File: src/rtl/int_arith_pkg.sv
package int_arith_pkg;
  localparam int FUNC_W = 7;

  typedef enum logic [3:0] {
    OP_ADD, OP_SUB, OP_CEQ, OP_CSLE, OP_CSLT, OP_CULE, OP_CULT, OP_BGE, OP_ILL
  } op_kind_e;

  typedef struct packed {
    op_kind_e   kind;
    logic       is_long;
    logic [1:0] shamt;
    logic       chk_ovf;
  } dec_t;
endpackage

File: src/rtl/iau_decode.sv
module iau_decode
  import int_arith_pkg::*;
(
  input  logic [FUNC_W-1:0] func_i,
  output dec_t              dec_o
);
  always_comb begin
    dec_o = '{kind: OP_ILL, is_long: 1'b0, shamt: 2'd0, chk_ovf: 1'b0};
    unique case (func_i)
      7'h00: dec_o = '{OP_ADD, 1'b1, 2'd0, 1'b0};
      7'h40: dec_o = '{OP_ADD, 1'b1, 2'd0, 1'b1};
      7'h02: dec_o = '{OP_ADD, 1'b1, 2'd2, 1'b0};
      7'h12: dec_o = '{OP_ADD, 1'b1, 2'd3, 1'b0};
      7'h20: dec_o = '{OP_ADD, 1'b0, 2'd0, 1'b0};
      7'h60: dec_o = '{OP_ADD, 1'b0, 2'd0, 1'b1};
      7'h22: dec_o = '{OP_ADD, 1'b0, 2'd2, 1'b0};
      7'h32: dec_o = '{OP_ADD, 1'b0, 2'd3, 1'b0};
      7'h09: dec_o = '{OP_SUB, 1'b1, 2'd0, 1'b0};
      7'h49: dec_o = '{OP_SUB, 1'b1, 2'd0, 1'b1};
      7'h0b: dec_o = '{OP_SUB, 1'b1, 2'd2, 1'b0};
      7'h1b: dec_o = '{OP_SUB, 1'b1, 2'd3, 1'b0};
      7'h29: dec_o = '{OP_SUB, 1'b0, 2'd0, 1'b0};
      7'h69: dec_o = '{OP_SUB, 1'b0, 2'd0, 1'b1};
      7'h2b: dec_o = '{OP_SUB, 1'b0, 2'd2, 1'b0};
      7'h3b: dec_o = '{OP_SUB, 1'b0, 2'd3, 1'b0};
      7'h2d: dec_o.kind = OP_CEQ;
      7'h6d: dec_o.kind = OP_CSLE;
      7'h4d: dec_o.kind = OP_CSLT;
      7'h3d: dec_o.kind = OP_CULE;
      7'h1d: dec_o.kind = OP_CULT;
      7'h0f: dec_o.kind = OP_BGE;
      default: dec_o.kind = OP_ILL;
    endcase
  end
endmodule

File: src/rtl/iau_addsub.sv
module iau_addsub #(
  parameter int DATA_W = 64
) (
  input  logic [DATA_W-1:0] a_i,
  input  logic [DATA_W-1:0] b_i,
  input  logic              sub_i,
  input  logic              is_long_i,
  input  logic [1:0]        shamt_i,
  output logic [DATA_W-1:0] res_o,
  output logic              ovf_o
);
  localparam int HALF = DATA_W / 2;

  logic [DATA_W-1:0] a_sc, sum;
  logic sa, sb, sr;

  always_comb begin
    a_sc = a_i << shamt_i;
    sum  = sub_i ? (a_sc - b_i) : (a_sc + b_i);
    res_o = is_long_i ? {{HALF{sum[HALF-1]}}, sum[HALF-1:0]} : sum;
    // sign taps follow operand width; A sign is the unscaled one
    sa = is_long_i ? a_i[HALF-1] : a_i[DATA_W-1];
    sb = is_long_i ? b_i[HALF-1] : b_i[DATA_W-1];
    sr = is_long_i ? sum[HALF-1] : sum[DATA_W-1];
    ovf_o = sub_i ? ((sa != sb) && (sr != sa)) : ((sa == sb) && (sr != sa));
  end
endmodule

File: src/rtl/iau_compare.sv
module iau_compare #(
  parameter int DATA_W = 64,
  parameter int BYTE_W = 8
) (
  input  logic [DATA_W-1:0]        a_i,
  input  logic [DATA_W-1:0]        b_i,
  output logic                     eq_o,
  output logic                     slt_o,
  output logic                     ult_o,
  output logic [DATA_W/BYTE_W-1:0] byte_ge_o
);
  localparam int NBYTE = DATA_W / BYTE_W;

  assign eq_o  = (a_i == b_i);
  assign slt_o = ($signed(a_i) < $signed(b_i));
  assign ult_o = (a_i < b_i);

  for (genvar i = 0; i < NBYTE; i++) begin : g_byte
    assign byte_ge_o[i] = (a_i[i*BYTE_W +: BYTE_W] >= b_i[i*BYTE_W +: BYTE_W]);
  end
endmodule

File: src/rtl/int_arith_unit.sv
module int_arith_unit
  import int_arith_pkg::*;
#(
  parameter int DATA_W = 64,
  parameter int LIT_W  = 8,
  parameter int BYTE_W = 8
) (
  input  logic              clk_i,
  input  logic              rst_ni,
  input  logic              valid_i,
  input  logic [6:0]        func_i,
  input  logic [DATA_W-1:0] opa_i,
  input  logic [DATA_W-1:0] opb_i,
  input  logic              lit_sel_i,
  input  logic [LIT_W-1:0]  lit_i,
  output logic              valid_o,
  output logic [DATA_W-1:0] result_o,
  output logic              ovf_o,
  output logic              illegal_o
);
  localparam int NBYTE = DATA_W / BYTE_W;

  dec_t              dec;
  logic [DATA_W-1:0] b_op, as_res, res_d;
  logic              as_ovf, eq, slt, ult, ovf_d, ill_d;
  logic [NBYTE-1:0]  bge;

  assign b_op = lit_sel_i ? {{(DATA_W-LIT_W){1'b0}}, lit_i} : opb_i;

  iau_decode u_dec (.func_i(func_i), .dec_o(dec));

  iau_addsub #(.DATA_W(DATA_W)) u_addsub (
    .a_i(opa_i), .b_i(b_op), .sub_i(dec.kind == OP_SUB),
    .is_long_i(dec.is_long), .shamt_i(dec.shamt),
    .res_o(as_res), .ovf_o(as_ovf)
  );

  iau_compare #(.DATA_W(DATA_W), .BYTE_W(BYTE_W)) u_cmp (
    .a_i(opa_i), .b_i(b_op), .eq_o(eq), .slt_o(slt), .ult_o(ult),
    .byte_ge_o(bge)
  );

  always_comb begin
    res_d = '0;
    ovf_d = 1'b0;
    ill_d = 1'b0;
    unique case (dec.kind)
      OP_ADD, OP_SUB: begin
        res_d = as_res;
        ovf_d = dec.chk_ovf & as_ovf;
      end
      OP_CEQ:  res_d[0] = eq;
      OP_CSLE: res_d[0] = slt | eq;
      OP_CSLT: res_d[0] = slt;
      OP_CULE: res_d[0] = ult | eq;
      OP_CULT: res_d[0] = ult;
      OP_BGE:  res_d[NBYTE-1:0] = bge;
      default: ill_d = 1'b1;
    endcase
  end

  always_ff @(posedge clk_i or negedge rst_ni) begin
    if (!rst_ni) begin
      valid_o   <= 1'b0;
      result_o  <= '0;
      ovf_o     <= 1'b0;
      illegal_o <= 1'b0;
    end else begin
      valid_o <= valid_i;
      if (valid_i) begin
        result_o  <= res_d;
        ovf_o     <= ovf_d;
        illegal_o <= ill_d;
      end
    end
  end
endmodule

File: config.mk
export PLATFORM = sky130hd
export DESIGN_NAME = int_arith_unit
export DESIGN_NICKNAME = d
export VERILOG_FILES = /design/src/rtl/int_arith_pkg.sv /design/src/rtl/iau_decode.sv /design/src/rtl/iau_addsub.sv /design/src/rtl/iau_compare.sv /design/src/rtl/int_arith_unit.sv
export SDC_FILE = /design/constraint.sdc
export NUM_CORES = 1
export LEC_CHECK = 0
export ABC_AREA = 1
export CAP_MARGIN = 30
export CORE_UTILIZATION = 35
export DETAILED_ROUTE_END_ITERATION = 6
export HOLD_SLACK_MARGIN = 0.15
export PLACE_DENSITY = 0.52
export SYNTH_ARGS = -nofsm -noshare
export SYNTH_HDL_FRONTEND = slang
export SYNTH_SLANG_ARGS = --single-unit
File: constraint.sdc
create_clock -name clk_i -period 1.8 [get_ports clk_i]
set_input_delay 0.27 -clock clk_i [delete_from_list [all_inputs] [get_ports clk_i]]
set_output_delay 0.27 -clock clk_i [all_outputs]
set_load 0.01 [all_outputs]
* After elaboration in Yosys (flattened, before gate mapping)
Index checks and enable logic that the tools add are counted.
** Storage, ports and cells
- Bits in registers :: 67
- Input bits :: 147
- Output and inout port bits :: 67
- Logic and storage cells :: 81
** Operators by class
- Add/sub/neg operators :: 2
- $lt $le $gt $ge :: 10
- Equality and inequality tests :: 32
- Shift-type cells :: 1
- Multiplexer cells :: 14
- Bitwise gates (word level) :: 3
- Reduce and logical (&&, ||, !) cells :: 15
** Operators with widths (count)
- $mux W64 :: 3
- $lt A64 B64 Y1 :: 2
- $add A64 B64 Y64 :: 1
- $eq A64 B64 Y1 :: 1
- $ge A8 B8 Y1 :: 8
- $shl A64 B2 Y64 :: 1
- $sub A64 B64 Y64 :: 1
- $eq A7 B6 Y1 const B :: 8
- $mux W56 :: 1
- $eq A7 B7 Y1 const B :: 6
- $pmux W4 S8 :: 1
- $pmux W4 S7 :: 1
- $reduce_or A8 Y1 :: 3
- $eq A7 B4 Y1 const B :: 3
- $eq A7 B5 Y1 const B :: 3
- $eq A4 B3 Y1 const B :: 4
- $reduce_or A2 Y1 :: 8
- $pmux W7 S2 :: 1
- $eq A4 B2 Y1 const B :: 2
- $eq A7 B2 Y1 const B :: 1
- $logic_not A7 Y1 :: 1
- $pmux W1 S7 :: 1
- $mux W1 :: 6
- $eq A4 B1 Y1 const B :: 1
- other kinds (6) :: 9

* Longest topological paths before layout
Gate-level depths: netlist of run 1.
- Depth after elaboration :: 12
- Mapped depth :: 36
- Depth with buffers taken out :: 34

* Modules after synthesis
From an unflattened synthesis of run 1, not the netlist that was laid out.
** Unflattened totals
- Cells, all modules :: 2609
- Area, all modules :: 14531.4 µm²
** By module, submodules not included
- iau_addsub :: instances 1, cells an instance 1743, area each 8734.6 µm²
- int_arith_unit :: instances 1, cells an instance 447, area each 3413.3 µm²
- iau_compare :: instances 1, cells an instance 362, area each 2129.5 µm²
- iau_decode :: instances 1, cells an instance 57, area each 254.0 µm²

* Worst setup path before layout of run 1
OpenSTA, ideal clock, no wires.
- Kind :: input to register
- From :: in lit_sel_i
- To :: reg result_o[63]
- Setup time :: 121 ps
- Arrival :: 3560 ps
- Path slack :: -1881 ps
- Stages :: 26
- Path buffers :: 3
- Cell sequence :: buf_6 > inv_4 > buf_12 > nand2_2 > nand2_2 > ha_1 > nand2_1 > nor2_2 > nand3b_4 > inv_1 > nand4_1 > o31ai_1 > xor2_1 > inv_1 > ha_1 > nand2_1 > nor2_1 > and3_1 > nand2_1 > nand2_1 > xor2_1 > nand2_1 > nand2_1 > inv_1 > buf_2 > a22o_1
** On the way
- Cells in the longest elaborated chain, start to end :: 5
- Elaborated cells between the ends (all ways) :: 6
** RTL lines
- from (decl) :: RTL line int_arith_unit.sv:14 : input logic lit_sel_i,
- $mux W64 * :: RTL line int_arith_unit.sv:28 : assign b_op = lit_sel_i ? {{(DATA_W-LIT_W){1'b0}}, lit_i} : opb_i;
- $add A64 B64 Y64 / $sub A64 B64 Y64 (equally long branches) :: RTL line iau_addsub.sv:19 : sum = sub_i ? (a_sc - b_i) : (a_sc + b_i);
- $mux W64 * :: RTL line iau_addsub.sv:19
- $mux W64 * :: RTL line iau_addsub.sv:20 : res_o = is_long_i ? {{HALF{sum[HALF-1]}}, sum[HALF-1:0]} : sum;
- $mux W56 * :: RTL line int_arith_unit.sv:47 : unique case (dec.kind)
- to (signal assigned) :: RTL line int_arith_unit.sv:71 : result_o <= res_d;
- to (decl) :: RTL line int_arith_unit.sv:17 : output logic [DATA_W-1:0] result_o,
Mark *: on every way between the ends. The rest lies on a longest branch, timed or not.
A chain may end at the register's enable or synchronous reset.

* Final worst setup path of run 1
- From :: in lit_sel_i
- To :: reg result_o[51]
The elaborated chain is that of the path after synthesis.

==> results.ini, run 1 <==
[status]
status=finished with violations
violations=setup timing

[setup_path]
crit_required_ps=2100
rr_endpoint=result_o[63]
slowest_delay_ps=250
crit_arrival_ps=4000
start_kind=input port
crit_slowest_cell=xor2_2
cp-endpoint=result_o[51]
crit_fanout=5
rr_startpoint=result_o[63]
ff2ff_setup_slack_ps=1050
startpoint=lit_sel_i
rr_worst_depth=1
critical_path_class=input port to register
endpoint_kind=register
crit_path_frequent_cell=nand2_1

[sta]
fin_ws_ps=-1910
max_slew_margin_pct=62.6
tightest_slew_ps=555
fin_worst_skew_ps=0
slew_violations=0
finalHoldViolations=0
max_clock_freq_mhz=270
fin_hold_ws_ps=401
rsz0062_at_grt=true
post-route-period-util_pct=206
fin_crit_ps=3710
tns_ps=-100100
setup_viol=65

[grt]
grt_pass1_wl_mm=97.5
grt_usage_pct=32.7
grt_overflow=0
grt_max_degree=52
grt_pass1_vias=17800
antenna_found_initial=1

[synthesis]
yosys.cell_types.count=55
syn_area_per_cell_um2=5.79
synth_compound_area_share_pct=19.1
synth_async_sr_flop_share_pct=100
synth-simple-area-share_pct=37.6
synth_seq_area_share_pct=12.7
synth_top_family_by_area=simple AND/OR/NAND/NOR gates
synth_edf_count=0
synthAdderAreaFrac_pct=13.0
ys_seq_elements=67
synthXorXnorAreaFrac_pct=5.05
synth_cells=2280
ys_warn_count=0
synth_ff_type=dfrtp_1
synth_area_mm2=0.0132
syn-num-nets=2563
muxShareOfSynthArea_pct=1.21

[final_layout]
fillers=3043
nNetsFinal=3492
post-route-util_pct=71.3
drive_gt1_share_pct=48.6
fin_cells=3719
area_growth_pct=99.4

[placed_design]
io_buffers=213
dp_hpwl_mm=52.9
dp.cells=3570
gp_congestion=0.957

[floorplanning]
core_area_mm2=0.0369
design.die.area_mm2=0.0385
ios=214
rows=70
fp.dieW_um=196
fp.dieH_um=196
start_util_pct=35.8

[pwr]
power_frac_seq_pct=13.2
p_total_mw=12.9
p_sw_mw=5.65
cellLeakagePower_nw=13.1
switching_share_pct=43.8
ir_drop_mv=0.372
pwr-share-comb_pct=71.3
clockPowerShare_pct=15.5
power_per_cell_area_mw_per_mm2=490
internal-power_mw=7.25

[job]
cap_violations=0

[cts]
ctsHtreeMaxLevel=3
clk_pin_slew_worst_paths_ps=70
cts_sinks=67
cts_buffer_depth=2
cts_tree=built
root_buffer=clkbuf_16
cts_buffers=9
insertion_delay_ps=370

[detailed_routing]
drt_iter0_markers=1131
post_drt_wl_per_cell_um=18.1
dr.pass1.iters=5
finalWirelength_mm=67.4
vias=18800
viasPerCell=5.05
route.detailed.drc=0
drtAntennaViolNets=0

[min_path]
worstHoldPathType=input port to async pin

[Yosys cell counts, types with 4 or more instances]
cell | count | area (µm²)
a211oi_1 | 7 | 52.6
a21o_1 | 11 | 82.6
a21oi_1 | 158 | 791
a31o_2 | 4 | 35.0
a31oi_1 | 16 | 100
and3_1 | 4 | 25.0
buf_1 | 5 | 18.8
buf_2 | 4 | 20.0
buf_6 | 8 | 90.1
clkbuf_1 | 39 | 146
dfrtp_1 | 67 | 1680
ha_1 | 135 | 1690
inv_1 | 307 | 1150
inv_2 | 9 | 33.8
mux2i_1 | 16 | 160
nand2_1 | 674 | 2530
nand2_2 | 35 | 219
nand2_4 | 7 | 78.8
nand3_1 | 110 | 551
nand4_1 | 37 | 231
nor2_1 | 208 | 781
nor2_2 | 6 | 37.5
nor2_4 | 7 | 78.8
nor3_1 | 20 | 100
nor3_2 | 5 | 50.1
nor4_1 | 11 | 68.8
o211ai_1 | 8 | 60.1
o21a_1 | 7 | 52.6
o21ai_0 | 211 | 1060
o21ai_1 | 7 | 35.0
o21ai_2 | 4 | 35.0
o21bai_1 | 20 | 150
or2_2 | 11 | 68.8
xnor2_1 | 29 | 254
xor2_1 | 47 | 412
[flip-flops by register name (all words and copies together) (netlist names)]
register	cells
valid_o	1
ovf_o	1
result_o	64
illegal_o	1
[power groups by stage]
stage / combinational (mW) / sequential [mW] / clock (mW)
after global placement: 6.63 / 1.72 / 0
final: 9.20 / 1.70 / 2.00
after detailed placement: 6.67 / 1.72 / 0
after CTS: 7.81 / 1.70 / 2.03
after global routing: 9.78 / 1.71 / 2.09
after floorplan: 3.09 / 1.77 / 0
[critical path, delay by kind of cell]
family / cells / cell delay [ps]
simple gates: 17 / 1710
buf+inv: 10 / 990
compound gates: 3 / 510
xor+xnor: 1 / 250
fa+ha+maj: 1 / 250
[worst min path at each step]
stage,to,slack [ps],cells past startpoint
3_3_place_gp,result_o[31],250,1
6_report,valid_o,400,2
2_1_floorplan,illegal_o,-30,0
3_5_place_dp,result_o[10],250,1
4_1_cts,valid_o,410,2
5_1_grt,valid_o,450,2
[stage by stage]
| step | instance area [µm²] | setup WS [ps] |
|---|---|---|
| floorplan | 13700 | -1720 |
| global placement | 21000 | -3290 |
| detailed placement | 21000 | -3290 |
| CTS | 23900 | -1880 |
| global route | 26300 | -2070 |
| finish | 26300 | -1910 |
[layer usage]
metal	part of all wire (%)	up-vias	global-route usage (%)
met2	45	591	51.8
li1	-	9304	-
met1	46	8761	46.2
met4	3.7	2	10.6
met5	0.019	-	0
met3	5.5	111	3.58
[cells in the final DEF (no fill, tap or decap), types with 8 or more instances in the layout]
cell,netlist,routed
a21o_1,11,10
a21oi_1,158,70
a21oi_2,0,69
a21oi_4,0,19
a31oi_1,16,11
buf_12,1,17
buf_4,0,668
buf_6,8,63
clkbuf_16,0,16
clkdlybuf4s50_1,0,185
dfrtp_1,67,67
dlygate4sd2_1,0,12
ha_1,135,85
ha_4,0,47
inv_1,307,227
inv_2,9,79
inv_4,2,9
mux2i_1,16,16
nand2_1,674,501
nand2_2,35,144
nand2_4,7,66
nand3_1,110,67
nand3_2,1,37
nand4_1,37,37
nor2_1,208,103
nor2_2,6,50
nor2_4,7,68
nor3_1,20,8
nor3_2,5,11
o211ai_1,8,8
o21ai_0,211,124
o21ai_1,7,48
o21ai_2,4,39
o21ai_4,0,11
o21bai_4,0,8
xnor2_2,0,18
xor2_1,47,21
xor2_2,0,22
[area by class of cell]
type / count / area (µm²) / share of cell area [%]
diodes: 1 / 2.50 / 0.00951
clock buffers: 10 / 229 / 0.870
clock inverters: 6 / 90.1 / 0.342
inverters: 318 / 1240 / 4.72
multi-input cells: 1838 / 13900 / 52.9
flip-flops and latches: 67 / 1680 / 6.37
well taps: 504 / 631 / 2.40
repair buffers: 970 / 8450 / 32.1
repair inverters: 5 / 76.3 / 0.290
[kinds of logic after synthesis]
group / Yosys count
and+or+nand+nor: 1147
AOI/OAI and AO/OA: 463
buffers and inverters: 375
adders and majority gates: 136
xor gates and xnor gates: 76
DFF: 67
muxes: 16
[timing repair]
item | CTS | global route
gates resized for setup | 565 | 466
endpoints found under the hold margin | 17 | 0
endpoints found under the setup margin | 66 | 66
cloned | 7 | 7
hold buffers | 1 | 0
pin swaps | 199 | 191
setup buffers | 68 | 56
Power figures use the tool's default switching activity.
==> run 2, diff against run 1 <==
--- a/config.mk
+++ b/config.mk
@@ -8,6 +8,7 @@
 export ABC_AREA = 1
 export CAP_MARGIN = 30
 export CORE_UTILIZATION = 35
+export CTS_CLUSTER_DIAMETER = 40
 export DETAILED_ROUTE_END_ITERATION = 6
 export HOLD_SLACK_MARGIN = 0.15
 export PLACE_DENSITY = 0.52
==> constraint.sdc (replaced) <==
create_clock -name clk_i -period 1.8 [get_ports clk_i]
set_input_delay 0.18 -clock clk_i [delete_from_list [all_inputs] [get_ports clk_i]]
set_output_delay 0.18 -clock clk_i [all_outputs]
set_load 0.01 [all_outputs]
==> results.ini, run 2 (synthesis gave the netlist of run 1 again) <==
[grt]
grt.busiest_layer=met2
grt_overflow=0  ; unchanged
use_met1_pct=47.3  ; +1.1 points
grt_usage_pct=34.1  ; +1.4 points
grt_pass1_wl_mm=101  ; +4.0%
antenna_found_initial=0  ; -1
grt_max_degree=50  ; -3.8%
grt.met3_usage_pct=1.81  ; -1.8 points
grt_pass1_vias=18400  ; +3.6%
grt_use_met2_pct=56.1  ; +4.3 points

[sta]
slew_violations=0  ; unchanged
rsz0062_at_grt=true
max_clock_freq_mhz=278  ; +3.0%
fin_worst_skew_ps=0  ; unchanged
fin_hold_ws_ps=315  ; -85.3 ps
setup_viol=65  ; unchanged
fin_ws_ps=-1800  ; +110 ps
fin_crit_ps=3600  ; -110 ps
max_slew_margin_pct=62.7  ; +0.14 points
tightest_slew_ps=553  ; -2.13 ps
post-route-period-util_pct=200  ; -6.1 points
finalHoldViolations=0  ; unchanged

[detailed_routing]
post_drt_wl_per_cell_um=18.9  ; +4.3%
dr.pass1.iters=5  ; unchanged
viasPerCell=5.14  ; +1.9%
route.detailed.drc=0  ; unchanged
vias=19300  ; +2.9%
drt_iter0_markers=1358  ; +20%
drtAntennaViolNets=0  ; unchanged
finalWirelength_mm=70.9  ; +5.2%

[placed_design]
placed_area_mm2=0.0211  ; +0.73%
dp_hpwl_mm=53.1  ; +0.41%
gp_congestion=0.987  ; +3.1%
io_buffers=213  ; unchanged

[floorplanning]
core_area_mm2=0.0369  ; unchanged
rows=70  ; unchanged
design.die.area_mm2=0.0385  ; unchanged
fp.dieW_um=196  ; unchanged
fp.dieH_um=196  ; unchanged
start_util_pct=35.8  ; unchanged
ios=214  ; unchanged

[setup_path]
crit_fanout=29  ; +24
start_kind=input port
crit_required_ps=2110  ; about the same
critical_path_class=input port to register
endpoint_kind=register
crit_arrival_ps=3910  ; -90 ps

[pwr]
power_frac_seq_pct=13.0  ; -0.2 points
internal-power_mw=7.22  ; -0.40%
p_sw_mw=5.89  ; +4.3%
switching_share_pct=44.9  ; +1.1 points
cellLeakagePower_nw=13.3  ; +1.2%
pwr-share-comb_pct=73.4  ; +2.1 points
ir_drop_mv=0.481  ; +29%
p_total_mw=13.1  ; +1.6%
power_per_cell_area_mw_per_mm2=491  ; +0.19%
clockPowerShare_pct=13.6  ; -1.9 points

[final_layout]
final_cell_mix=buf_4, nand2_1, inv_1
post-route-util_pct=72.4  ; +1.0 points
fillers=2872  ; -5.6%
fin_area_mm2=0.0267  ; +1.5%
drive_gt1_share_pct=49.4  ; +0.85 points
nNetsFinal=3526  ; +0.97%
area_growth_pct=102
top_register=result_o
layout_commonest_cell=buf_4
largest_reg_flops=64  ; unchanged
diodes=0  ; -1

[job]
cap_violations=0  ; unchanged

[cts]
cts_buffer_depth=2  ; unchanged
clk_pin_slew_worst_paths_ps=80  ; about the same
cts_tree=built
cts_buffers=9  ; unchanged
cts_sinks=67  ; unchanged
root_buffer=clkbuf_16
ctsHtreeMaxLevel=3  ; unchanged
insertion_delay_ps=370  ; about the same

[status]
status=finished with violations
violations=setup timing

[min_path]
worstHoldPathType=input port to async pin

## run 2: cell types whose count changed in the layout (fill, tap and decap cells not counted), moves of 8 or more
cell     delta
buf_4      -13
nand2_1    -10
o21ai_0     -9
buf_6      +52
nand3_2     -9
o21ai_1     +8
## run 2: cell type report
cell class / instances / area, µm² / share of cell area [%]
timing repair inverter: 4 / 45.0 / 0.169
clock inverter: 6 / 40.0 / 0.150
clock buffer: 10 / 239 / 0.895
multi-input combinational: 1838 / 14000 / 52.4
inverter: 318 / 1250 / 4.67
timing repair buffer: 1005 / 8830 / 33.1
tap: 504 / 631 / 2.36
sequential: 67 / 1680 / 6.28
## run 2: metal layers
metal / up-vias / wire [µm] / share of wire, %
li1: 9378 / - / -
met1: 8991 / 31300 / 44
met2: 770 / 32400 / 46
met3: 165 / 4280 / 6.0
met4: 0 / 3010 / 4.3
met5: - / 0 / 0
## run 2: metrics by stage
| step | TNS, ps | worst slack, ps | std cells |
|---|---|---|---|
| finish | -92750 | -1800 | 3752 |
| floorplan | -76100 | -1630 | 2280 |
| CTS | -93000 | -1850 | 3713 |
| detailed placement | -158180 | -2970 | 3587 |
| global route | -101240 | -1930 | 3752 |
| global placement | -151860 | -2920 | 3587 |
## run 2: final timing paths
path,slack [ps],to,start,cells after the start
worst max-delay path,-1800,ovf_o,lit_sel_i,27
worst min-delay path,320,result_o[2],rst_ni,2
worst max register to register,1020,result_o[63],result_o[63],1
worst min register to register,470,result_o[48],result_o[48],2
max in group asynchronous,810,result_o[38],rst_ni,3
min in group clk_i,470,result_o[48],result_o[48],2
## run 2: what timing repair did
item	CTS	global route
hold buffers	1	0
setup buffers	112	63
pin swaps	228	264
cloned	10	2
endpoints found under the hold margin	18	0
gates resized for setup	658	462
endpoints found under the setup margin	65	65
## run 2: power groups by stage
stage               clock network, mW  logic (mW)  registers [mW]
floorplan                           0        3.09            1.77
finish                           1.78        9.63            1.70
global route                     1.82        10.2            1.71
detailed placement                  0        6.74            1.73
global placement                    0        6.68            1.72
CTS                              1.78        8.29            1.70
## run 2: worst max-delay path, stage by stage
cell	delay, ps
buf_12	120
inv_8	50
buf_4	140
buf_12	160
nand2_2	90
nand2_1	80
nor2_2	190
inv_2	100
nor3_4	350
buf_4	170
buf_4	110
a31oi_4	80
xor2_2	240
ha_4	270
nand2_4	100
nor2_4	40
inv_2	80
nor2_4	40
buf_4	130
a21oi_4	160
nand2_4	90
xor2_2	190
buf_4	170
or2_2	290
nand3_2	80
nand3_2	100
nand2_1	80
